[config.mk]
export PLATFORM = sky130hd
export DESIGN_NAME = i2c_ptr_read_master
export DESIGN_NICKNAME = d
export VERILOG_FILES = /design/src/rtl/i2c_rd_pkg.sv /design/src/rtl/i2c_rd_phase_timer.sv /design/src/rtl/i2c_rd_seq.sv /design/src/rtl/i2c_ptr_read_master.sv
export SDC_FILE = /design/constraint.sdc
export NUM_CORES = 1
export LEC_CHECK = 0
export BUFFER_PORTS_ARGS = -buffer_cell sky130_fd_sc_hd__buf_2
export CORE_ASPECT_RATIO = 2
export CORE_UTILIZATION = 50
export DETAILED_ROUTE_END_ITERATION = 10
export PLACE_DENSITY = 0.66
export REMOVE_ABC_BUFFERS = 1
export SYNTH_ARGS = -nofsm -noshare
export SYNTH_HDL_FRONTEND = slang
export SYNTH_SLANG_ARGS = --single-unit
[constraint.sdc]
create_clock -name clk -period 2.83 [get_ports clk]
set_input_delay 0.849 -clock clk [delete_from_list [all_inputs] [get_ports clk]]
set_output_delay 0.849 -clock clk [all_outputs]
set_load 0.05 [all_outputs]
[src/rtl/i2c_rd_pkg.sv]
package i2c_rd_pkg;
    localparam int SLV_W  = 7;
    localparam int BYTE_W = 8;
    localparam int BIT_W  = $clog2(BYTE_W);
    localparam int PH_W   = 2;

    typedef enum logic [3:0] {
        ST_IDLE,
        ST_START,
        ST_WADDR,
        ST_ACK_A,
        ST_REGB,
        ST_ACK_R,
        ST_RSTART,
        ST_RADDR,
        ST_ACK_B,
        ST_DATA,
        ST_MACK,
        ST_STOP
    } stage_e;

    typedef struct packed {
        stage_e              stage;
        logic [PH_W-1:0]     ph;
        logic [BIT_W-1:0]    bit_idx;
        logic [BYTE_W-1:0]   tx;
        logic [SLV_W-1:0]    slv;
        logic [BYTE_W-1:0]   regb;
        logic [BYTE_W-1:0]   rx;
        logic [BYTE_W-1:0]   rd;
        logic                nack;
        logic                err;
        logic                done;
    } seq_s;

    function automatic logic [PH_W-1:0] last_phase(stage_e s);
        case (s)
            ST_RSTART, ST_STOP: return PH_W'(2);
            default:            return PH_W'(1);
        endcase
    endfunction
endpackage

[src/rtl/i2c_rd_phase_timer.sv]
module i2c_rd_phase_timer #(
    parameter int PHASE_CLKS = 8
) (
    input  logic clk,
    input  logic rst_n,
    input  logic run,
    output logic phase_last,
    output logic phase_mid
);
    localparam int CW = $clog2(PHASE_CLKS);
    localparam logic [CW-1:0] LAST = CW'(PHASE_CLKS - 1);
    localparam logic [CW-1:0] MID  = CW'(PHASE_CLKS / 2);

    logic [CW-1:0] cnt_d, cnt_q;

    always_comb begin
        cnt_d = cnt_q;
        if (!run || cnt_q == LAST) begin
            cnt_d = '0;
        end else begin
            cnt_d = cnt_q + CW'(1);
        end
    end

    always_ff @(posedge clk) begin
        if (!rst_n) begin
            cnt_q <= '0;
        end else begin
            cnt_q <= cnt_d;
        end
    end

    assign phase_last = run && (cnt_q == LAST);
    assign phase_mid  = run && (cnt_q == MID);
endmodule

[src/rtl/i2c_rd_seq.sv]
module i2c_rd_seq
    import i2c_rd_pkg::*;
(
    input  logic              clk,
    input  logic              rst_n,
    input  logic              cmd_valid,
    input  logic [SLV_W-1:0]  cmd_slave,
    input  logic [BYTE_W-1:0] cmd_reg,
    input  logic              phase_last,
    input  logic              phase_mid,
    input  logic              sda_in,
    output logic              run,
    output logic              busy,
    output logic              done,
    output logic              ack_err,
    output logic [BYTE_W-1:0] rd_data,
    output logic              scl,
    output logic              sda_pull
);
    localparam logic [BIT_W-1:0] MSB_IDX = BIT_W'(BYTE_W - 1);

    seq_s s_d, s_q;

    always_comb begin
        s_d      = s_q;
        s_d.done = 1'b0;
        if (s_q.stage == ST_IDLE) begin
            if (cmd_valid) begin
                s_d.stage = ST_START;
                s_d.ph    = '0;
                s_d.slv   = cmd_slave;
                s_d.regb  = cmd_reg;
                s_d.err   = 1'b0;
            end
        end else begin
            if (phase_mid && s_q.ph == PH_W'(1)) begin
                case (s_q.stage)
                    ST_ACK_A, ST_ACK_R, ST_ACK_B: s_d.nack = sda_in;
                    ST_DATA: s_d.rx = {s_q.rx[BYTE_W-2:0], sda_in};
                    default: ;
                endcase
            end
            if (phase_last) begin
                if (s_q.ph != last_phase(s_q.stage)) begin
                    s_d.ph = s_q.ph + PH_W'(1);
                end else begin
                    s_d.ph = '0;
                    case (s_q.stage)
                        ST_START: begin
                            s_d.stage   = ST_WADDR;
                            s_d.tx      = {s_q.slv, 1'b0};
                            s_d.bit_idx = MSB_IDX;
                        end
                        ST_WADDR, ST_REGB, ST_RADDR: begin
                            if (s_q.bit_idx == '0) begin
                                s_d.stage = (s_q.stage == ST_WADDR) ? ST_ACK_A :
                                            (s_q.stage == ST_REGB)  ? ST_ACK_R : ST_ACK_B;
                            end else begin
                                s_d.bit_idx = s_q.bit_idx - BIT_W'(1);
                            end
                        end
                        ST_ACK_A, ST_ACK_R, ST_ACK_B: begin
                            if (s_q.nack) begin
                                s_d.err   = 1'b1;
                                s_d.stage = ST_STOP;
                            end else if (s_q.stage == ST_ACK_A) begin
                                s_d.stage   = ST_REGB;
                                s_d.tx      = s_q.regb;
                                s_d.bit_idx = MSB_IDX;
                            end else if (s_q.stage == ST_ACK_R) begin
                                s_d.stage = ST_RSTART;
                            end else begin
                                s_d.stage   = ST_DATA;
                                s_d.bit_idx = MSB_IDX;
                            end
                        end
                        ST_RSTART: begin
                            s_d.stage   = ST_RADDR;
                            s_d.tx      = {s_q.slv, 1'b1};
                            s_d.bit_idx = MSB_IDX;
                        end
                        ST_DATA: begin
                            if (s_q.bit_idx == '0) begin
                                s_d.stage = ST_MACK;
                            end else begin
                                s_d.bit_idx = s_q.bit_idx - BIT_W'(1);
                            end
                        end
                        ST_MACK: begin
                            s_d.stage = ST_STOP;
                            s_d.rd    = s_q.rx;
                        end
                        ST_STOP: begin
                            s_d.stage = ST_IDLE;
                            s_d.done  = 1'b1;
                        end
                        default: s_d.stage = ST_IDLE;
                    endcase
                end
            end
        end
    end

    always_ff @(posedge clk) begin
        if (!rst_n) begin
            s_q <= '0;
        end else begin
            s_q <= s_d;
        end
    end

    always_comb begin
        scl      = 1'b1;
        sda_pull = 1'b0;
        case (s_q.stage)
            ST_START: sda_pull = (s_q.ph == PH_W'(1));
            ST_WADDR, ST_REGB, ST_RADDR: begin
                scl      = s_q.ph[0];
                sda_pull = ~s_q.tx[s_q.bit_idx];
            end
            ST_ACK_A, ST_ACK_R, ST_ACK_B, ST_DATA: scl = s_q.ph[0];
            ST_MACK: begin
                scl      = s_q.ph[0];
                sda_pull = 1'b1;
            end
            ST_RSTART: begin
                scl      = (s_q.ph != '0);
                sda_pull = (s_q.ph == PH_W'(2));
            end
            ST_STOP: begin
                scl      = (s_q.ph != '0);
                sda_pull = (s_q.ph != PH_W'(2));
            end
            default: ;
        endcase
    end

    assign busy    = (s_q.stage != ST_IDLE);
    assign run     = busy;
    assign done    = s_q.done;
    assign ack_err = s_q.err;
    assign rd_data = s_q.rd;
endmodule

[src/rtl/i2c_ptr_read_master.sv]
module i2c_ptr_read_master #(
    parameter int PHASE_CLKS = 8
) (
    input  logic       clk,
    input  logic       rst_n,
    input  logic       cmd_valid,
    input  logic [6:0] cmd_slave,
    input  logic [7:0] cmd_reg,
    output logic       busy,
    output logic       done,
    output logic       ack_err,
    output logic [7:0] rd_data,
    output logic       scl_o,
    output logic       sda_oe,
    input  logic       sda_i
);
    logic run;
    logic phase_last;
    logic phase_mid;

    i2c_rd_phase_timer #(.PHASE_CLKS(PHASE_CLKS)) u_timer (
        .clk        (clk),
        .rst_n      (rst_n),
        .run        (run),
        .phase_last (phase_last),
        .phase_mid  (phase_mid)
    );

    i2c_rd_seq u_seq (
        .clk        (clk),
        .rst_n      (rst_n),
        .cmd_valid  (cmd_valid),
        .cmd_slave  (cmd_slave),
        .cmd_reg    (cmd_reg),
        .phase_last (phase_last),
        .phase_mid  (phase_mid),
        .sda_in     (sda_i),
        .run        (run),
        .busy       (busy),
        .done       (done),
        .ack_err    (ack_err),
        .rd_data    (rd_data),
        .scl        (scl_o),
        .sda_pull   (sda_oe)
    );
endmodule

# Word-level counts from Yosys, hierarchy flattened
# Index checks and enable logic that the tools add are counted.
[word_totals] regBits=54 latch_bits=0 ramBits=0 mem_bits_ro=0 output_inout_bits=13 wordCells=112 mem_count=0
[classes] add_sub_neg=3 multipliers=0 div_mod_pow=0 n_lt_le_gt_ge=1 eq_ne=25 n_shift=0 n_mux=35 bitwise=5 reduce_logical=31
[op_table] cell="two-way mux 4 bit" n=8
[op_table] cell="case mux 4 bit (6 select lines)" n=1
[op_table] cell="case mux 8 bit (3 select lines)" n=1
[op_table] cell="two-way mux 11 bit" n=2
[op_table] cell="two-way mux 17 bit" n=1
[op_table] cell="== test 4 x 3 -> 1 bit (second input constant)" n=4
[op_table] cell="== test 4 bit (second input constant)" n=4
[op_table] cell="two-way mux 2 bit" n=6
[op_table] cell="two-way mux 6 bit" n=2
[op_table] cell="AND reduction 5 bit" n=2
[op_table] cell="two-way mux 3 bit" n=3
[op_table] cell="case mux 3 bit (3 select lines)" n=1
[op_table] cell="== test 4 x 2 -> 1 bit (second input constant)" n=2
[op_table] cell="two-way mux 8 bit" n=1
[op_table] cell="inequality test 2 bit (second input constant)" n=4
[op_table] cell="nonzero test 2 bit" n=4
[op_table] cell="OR reduction 4 bit" n=2
[op_table] cell="OR reduction 8 bit" n=1
[op_table] cell="AND reduction 7 bit" n=1
[op_table] cell="== test 3 bit (second input constant)" n=2
[op_table] cell="two-way mux 1 bit" n=6
[op_table] cell="inequality test 3 x 1 -> 1 bit (second input constant)" n=2
[op_table] cell="AND reduction 3 bit" n=2
[op_table] cell="AND reduction 6 bit" n=1
[op_table] cell="other kinds (25)" n=37

# Longest topological paths before layout
# Gate-level depths: netlist of run 1.
[depth] word_depth=9 depth_mapped=8 depth_no_buf=7

# Cells and area by module
# Synthesis of run 1 repeated with hierarchy kept, for this count alone.
[hier_totals] hier_cells=324 hier_area_um2=2931.6
[modules_own_cells] mod="i2c_rd_seq" instances=1 cells_per_inst=311 area_each_um2=2777.7
[modules_own_cells] mod="i2c_rd_phase_timer" instances=1 cells_per_inst=13 area_each_um2=153.9

# Worst setup path after synthesis of run 1
# No wires, ideal clock.
[synth_timing] path_type="reg2out" startpoint="register u_seq.s_q[49] in the netlist's numbering" endpoint="output port scl_o" arrival_time_ns=1.945 t_required_ns=1.981 slack_ns=0.036 path_stages_with_launch=7 cell_sequence="dfxtp_1 buf_2 clkbuf_1 nor2_1 a22oi_1 o22ai_1 a22oi_1"
[synth_between] elab_chain_len=3 elab_cells_between_ends=13 cone_classes="10 x eq/ne; 1 x mux; 2 x reduce/logical"
[synth_lines] element="from (decl)" line="i2c_rd_seq.sv:22" rtl="seq_s s_d, s_q;"
[synth_lines] element="from (signal assigned)" line="i2c_rd_seq.sv:106" rtl="s_q <= '0;"
[synth_lines] element="from (signal assigned)" line="i2c_rd_seq.sv:108" rtl="s_q <= s_d;"
[synth_lines] element="== test 4 bit, or another cell as far along" line="i2c_rd_seq.sv:115" rtl="case (s_q.stage)"
[synth_lines] element="OR reduction 8 bit (no source line) or OR reduction 2 bit (tied branches)"
[synth_lines] element="case mux 1 bit (2 select lines) *" line="i2c_rd_seq.sv:115"
[synth_lines] element="to (decl)" line="i2c_ptr_read_master.sv:13" rtl="output logic scl_o,"
# Every way passes the cells marked *; elsewhere a longest branch is shown, timed or not.

# Worst setup path in the final report of run 1
[layout_timing] startpoint="register u_seq.s_q[42] in the netlist's numbering" endpoint="output port sda_oe"
[layout_between] elab_chain_len=4
[layout_lines] element="binary-select mux 1 bit (select 3 bit)" line="i2c_rd_seq.sv:119" rtl="sda_pull = ~s_q.tx[s_q.bit_idx];"
[layout_lines] element="two-way mux 1 bit (not written as such)" line="i2c_rd_seq.sv:119"
[layout_lines] element="inverter 1 bit" line="i2c_rd_seq.sv:119"
[layout_lines] element="case mux 1 bit (5 select lines)" line="i2c_rd_seq.sv:115"
[layout_lines] element="to (decl)" line="i2c_ptr_read_master.sv:14" rtl="output logic sda_oe,"
# No other way between the ends. The select of a mux whose other input is x is not followed.

==> results of run 1 <==
per-layer routing:
layer / GRT usage / vias to the layer above / part of all wire
li1: - / 1182 / -
met1: 0.2326 / 1041 / 0.40
met2: 0.3993 / 45 / 0.54
met3: 0.03647 / 12 / 0.027
met4: 0.1107 / 0 / 0.031
met5: 0 / - / 0
final cells by class:
class                           instances  area (µm²)
Timing Repair Buffer                   43       245.2
Tap cell                               60       75.07
Fill cell                             506        2317
Multi-Input combinational cell        237        1592
Sequential cell                        54        1087
Clock buffer                            6       82.58
Inverter                               14       52.55
Clock inverter                          2       16.27
cells in the mapped netlist, types with 7 or more instances:
cell	instances
buf_4	8
dfxtp_1	54
o21ai_2	8
nand2_1	55
ha_1	8
nor2_1	32
o21ai_0	9
nand3_1	10
clkbuf_1	11
mux2i_1	20
inv_1	14
a21oi_1	23
mux2_2	7
logic make-up (layout without fill, tap and decap cells):
| kind of cell | after synthesis | after routing | share of synthesized area |
|---|---|---|---|
| flops | 54 | 54 | 0.3750 |
| simple gates | 129 | 129 | 0.2227 |
| compound gates | 67 | 67 | 0.1701 |
| mux | 29 | 29 | 0.1124 |
| xor+xnor | 4 | 4 | 0.01215 |
| buf+inv | 42 | 65 | 0.07292 |
| fa+ha+maj | 8 | 8 | 0.03472 |
worst max-delay path by stage:
stage / start / endpoint / slack, ps / cells past startpoint
final: u_seq.s_q[42] / sda_oe / 140 / 5
after global routing: u_seq.s_q[47] / sda_oe / 20 / 5
after CTS: u_seq.s_q[42] / sda_oe / 120 / 5
after detailed placement: u_seq.s_q[47] / sda_oe / 280 / 5
after global placement: u_seq.s_q[49] / scl_o / 370 / 5
after floorplan: u_seq.s_q[50] / scl_o / 30 / 4
cells in the final DEF, fill, tap and decap left out, types with 3 or more instances in the layout:
cell,synthesis,final
buf_4,8,12
a21oi_1,23,23
ha_1,8,8
mux2i_1,20,20
xnor2_1,3,3
and2_1,3,3
inv_1,14,14
o21ai_0,9,9
a31oi_1,3,3
o21ai_2,8,8
o22ai_1,4,4
nand2_1,55,55
nand3_1,10,10
dfxtp_1,54,51
nor3_1,3,3
clkbuf_8,0,6
buf_2,6,31
mux2_2,7,7
nor2_1,32,32
nand2b_1,4,4
worst reg2reg max path: cells and delay by family (launching register included):
kind / cells / cell delay [ps]
compound gates: 2 / 220
buf+inv: 1 / 220
flops: 1 / 400
simple gates: 4 / 1250
per-stage QoR:
| step | std cells | hold slack (ps) | power, mW | utilization |
|---|---|---|---|---|
| after floorplan | 305 | 430.7 | 0.9095 | - |
| after detailed placement | 408 | 442.9 | 0.9713 | 0.5570 |
| final | 416 | 454.6 | 1.417 | 0.5762 |
| after global routing | 416 | 479.5 | 1.485 | 0.5762 |
| after CTS | 416 | 455.7 | 1.434 | 0.5757 |
| after global placement | 408 | 439.4 | 0.9676 | 0.5570 |
flip-flops by register name (all words and copies together), names as in the netlist:
name	cells
u_seq.ack_err	1
u_seq.rd_data	8
u_seq.done	1
u_seq.s_q	41
u_timer.cnt_q	3
power breakdown:
| part | switching (mW) | internal, mW |
|---|---|---|
| Sequential | 0.0198 | 0.778 |
| Combinational | 0.0947 | 0.0600 |
| Clock | 0.262 | 0.202 |
==> results.json, run 1 <==
{
  "outcome": "completed",
  "dr.first_iter.drc_count": 126,
  "critPathMaxStageDelay_ps": 520,
  "tightest_slew_ps": 622.9,
  "io_pins": 32,
  "syn_to_final_growth_pct": 9.288,
  "core_mm2": 0.005468,
  "die_x_um": 55.69,
  "regToRegStartpoint": "u_seq.s_q[50]",
  "grt-ovfl-total": 0,
  "post_cts_resize_count": 3,
  "r2r_slack_ps": 620,
  "wirelength_um": 6009,
  "slew_headroom": 0.5848,
  "worst-path-buf-inv": 1,
  "vdd_drop_max_uv": 449.9,
  "avgViaCountPerCell": 5.481,
  "setup_ws_ps": 139.9,
  "postCtsSetupBuffers": 0,
  "port_buffers": 31,
  "drive_above_1_share": 0.2444,
  "synth_area_per_cell_um2": 8.657,
  "clkTransAtPathRegs_ps": 100,
  "synthArstFlopShare": 0,
  "final_nets": 382,
  "cp_top_family": "multiplexers",
  "hold_path_class": "reg -> reg",
  "die-area_mm2": 0.006091,
  "antenna_cells": 0,
  "synth-seq-cells": 54,
  "synth_area_leaders": "dfxtp_1 (38%), nand2_1 (7.2%), mux2i_1 (6.9%)",
  "wl_per_cell_um": 14.44,
  "hp-start": "u_seq.s_q[33]",
  "vias": 2280,
  "leakage_nw": 1.337,
  "antenna_found_initial": 0,
  "dr.pass1.iters": 4,
  "dominantRegCellSynth": "dfxtp_1",
  "post-dp-hpwl_um": 4507,
  "crit_type": "reg -> out",
  "synth_edf_count": 0,
  "syn-cell-area_mm2": 0.002883,
  "grt_pass1_vias": 2219,
  "synth.largest_area_cell": "dfxtp_1",
  "ctsHoldBuffers": 0,
  "endpoint_kind": "output pin",
  "period_minus_slack_ps": 2690,
  "max_cap_violations": 0,
  "die_h_um": 109.4,
  "hold_violations": 0,
  "fin_crit_sh": 0.9506,
  "slew_violations": 0,
  "hold_depth": 2,
  "grt_usage": 0.2159,
  "cts-root-buf": "clkbuf_8",
  "p_per_area_mw_per_mm2": 449.7,
  "min_to": "u_seq.s_q[33]",
  "rsz0062_at_grt": "no",
  "crit_arrival_ps": 1840,
  "grt_first_pass_wirelength_um": 10240,
  "setup_viol": 0,
  "grt_max_degree": 25,
  "clk-insertion-delay-late_ps": 320,
  "reg2reg_depth": 7,
  "cts_buffers": 5,
  "final.setup_skew_ps": 12.70,
  "gp_congestion": 0.8706,
  "fp-row-count": 38,
  "cp-start-kind": "register",
  "h-tree-depth": 2,
  "clockBufferDepth": 2,
  "cts.sinks": 54,
  "path_cells": "mux4_2 -> nor2_1 -> o22ai_1 -> o211ai_1 -> buf_2",
  "cpMaxStageDelayCell": "mux4_2",
  "start_util": 0.5272,
  "drc": 0,
  "fmax_ghz": 0.3717,
  "worstPathRequired_ps": 1980,
  "synth.distinct_cells": 57,
  "ys_warn_count": 0,
  "reg2reg_to": "u_seq.rd_data[7]",
  "tns_ps": 0,
  "ys_seq_area_frac": 0.3750,
  "crit_path_max_fanout": 4,
  "fin_area_mm2": 0.003151,
  "dp_slack_ps": 281.4,
  "dpl-instance-area_mm2": 0.003045,
  "synthesis.instances": 333,
  "detail-route-antenna-nets": 0,
  "synth_top_area_share": 0.3750,
  "cts_tree": "done"
}
Note: power is estimated with default switching activity, not from simulation.
==> inputs of run 2 (changes only) <==
==> constraint.sdc (replaced) <==
create_clock -name clk -period 2.83 [get_ports clk]
set_input_delay 0.1415 -clock clk [delete_from_list [all_inputs] [get_ports clk]]
set_output_delay 0.1415 -clock clk [all_outputs]
set_load 0.05 [all_outputs]
==> run 2 against run 1 <==
  * Clock power hardly changed
  * Combinational power is 3% lower
  * Critical endpoint unchanged
  * Worst setup slack better by 300 ps
  * Worst hold slack worse by 410 ps
  * Die area stayed put
  * Critical path depth is 1 lower
==> results.json, run 2 (synthesized netlist as in run 1, its figures left out) <==
{
  "crit_path_max_fanout": 21,
  "rsz0062_at_grt": "no",
  "final_nets": 377,
  "r2r_slack_ps": 470,
  "cts_buffers": 5,
  "wl_per_cell_um": 14.71,
  "cts.sinks": 54,
  "final_common_cell": "nand2_1",
  "endpoint_kind": "output pin",
  "grt_pass1_vias": 2242,
  "slew_headroom": 0.5343,
  "start_util": 0.5272,
  "stdcell_count": 411,
  "ctsHoldBuffers": 0,
  "final.setup_skew_ps": 11.20,
  "grt-ovfl-total": 0,
  "vdd_drop_max_uv": 574.5,
  "crit_type": "reg -> out",
  "p_int_mw": 1.037,
  "drive_above_1_share": 0.2251,
  "dr.pass1.iters": 4,
  "crit_arrival_ps": 2250,
  "fmax_ghz": 0.4182,
  "wirelength_um": 6046,
  "swShare": 0.2649,
  "grt_first_pass_wirelength_um": 10270,
  "core_mm2": 0.005468,
  "largest-register": "u_seq.s_q",
  "regArea_mm2": 0.001081,
  "die-area_mm2": 0.006091,
  "tightest_slew_ps": 697.6,
  "dpl-instance-area_mm2": 0.003008,
  "hp-start": "cmd_reg[4]",
  "cp-start-kind": "register",
  "die_x_um": 55.69,
  "power_frac_comb": 0.106,
  "period_minus_slack_ps": 2391,
  "min_to": "u_seq.s_q[23]",
  "slew_violations": 0,
  "hold_path_class": "in -> reg",
  "antenna_found_initial": 0,
  "die_h_um": 109.4,
  "drc": 0,
  "port_buffers": 31,
  "p_seq_frac": 0.566,
  "final_cell_mix": "nand2_1 (55), dfxtp_1 (54), nor2_1 (32)",
  "hold_depth": 3,
  "io_pins": 32,
  "p_clk_frac": 0.328,
  "fp-row-count": 38,
  "largest_register_ffs": 41,
  "post-dp-hpwl_um": 4513,
  "tns_ps": 0,
  "regToRegStartpoint": "u_seq.s_q[49]",
  "post-place-cells": 403,
  "multi_input_area_mm2": 0.001592,
  "detail-route-antenna-nets": 0,
  "outcome": "completed",
  "clockBufferDepth": 2,
  "antenna_cells": 0,
  "max_cap_violations": 0,
  "switchingPower_mw": 0.3739,
  "total_power_mw": 1.411,
  "fillCellCount": 541,
  "grt_usage": 0.2166,
  "holdWs_ps": 44.99,
  "gp_congestion": 0.9116,
  "grt_max_degree": 25,
  "fin_crit_sh": 0.8450,
  "avgViaCountPerCell": 5.628,
  "fin_area_mm2": 0.003108,
  "post_cts_resize_count": 0,
  "hold_violations": 0,
  "worstPathRequired_ps": 2690,
  "clkTransAtPathRegs_ps": 100,
  "cts-root-buf": "clkbuf_8",
  "reg2reg_depth": 6,
  "leakage_nw": 1.314,
  "vias": 2313,
  "h-tree-depth": 2,
  "clk-insertion-delay-late_ps": 320,
  "cts_tree": "done",
  "reg2reg_to": "u_seq.rd_data[7]",
  "setup_viol": 0,
  "postCtsSetupBuffers": 0,
  "syn_to_final_growth_pct": 7.812,
  "p_per_area_mw_per_mm2": 454.1,
  "dr.first_iter.drc_count": 47
}
[run 2: cell count changes in the layout (fill, tap and decap cells not counted), sizes merged]
cell	before	now
clkinv	0	2
buf	43	38
inv	15	14
clkinvlp	1	0
[run 2: worst max-delay path by stage]
stage                              from               end  slack (ps)
after global routing      u_seq.s_q[49]  u_seq.rd_data[1]         250
after global placement    u_seq.s_q[49]  u_seq.rd_data[7]         540
after CTS                 u_seq.s_q[48]            sda_oe         440
final                     u_seq.s_q[48]            sda_oe         440
after detailed placement  u_seq.s_q[49]  u_seq.rd_data[7]         490
after floorplan           u_seq.s_q[50]             scl_o         740
[run 2: critical path: stages, from the launching register on]
cell      delay, ps
dfxtp_1         740
nor3b_1         570
o22ai_1         210
o211ai_1        120
buf_2           290
[run 2: stage by stage]
stage | utilization | setup slack [ps]
finish | 0.5684 | 438.7
floorplan | - | 740.7
global placement | 0.5501 | 541.0
global route | 0.5684 | 247.8
detailed placement | 0.5501 | 485.4
CTS | 0.5684 | 442.2
[run 2: final cells by class]
class	count	share of cell area
timing repair buffer	38	0.06683
sequential	54	0.3478
inverter	14	0.01691
multi-input combinational	237	0.5121
tap	60	0.02415
clock buffer	6	0.02657
clock inverter	2	0.005636
[run 2: per-layer routing]
| layer | global-route usage | up-vias | wire length [µm] | share of wire |
|---|---|---|---|---|
| li1 | - | 1169 | - | - |
| met1 | 0.2273 | 1065 | 2383 | 0.39 |
| met2 | 0.3881 | 55 | 3211 | 0.53 |
| met3 | 0.03647 | 24 | 167 | 0.028 |
| met4 | 0.1518 | 0 | 284 | 0.047 |
| met5 | 0 | - | 0 | 0 |
[run 2: power by group through the flow]
| stage | Clock (mW) | Sequential (mW) | Combinational, mW |
|---|---|---|---|
| after floorplan | 0 | 0.813 | 0.0967 |
| final | 0.463 | 0.798 | 0.150 |
| after global placement | 0 | 0.815 | 0.150 |
| after CTS | 0.481 | 0.798 | 0.151 |
| after detailed placement | 0 | 0.816 | 0.151 |
| after global routing | 0.512 | 0.802 | 0.168 |
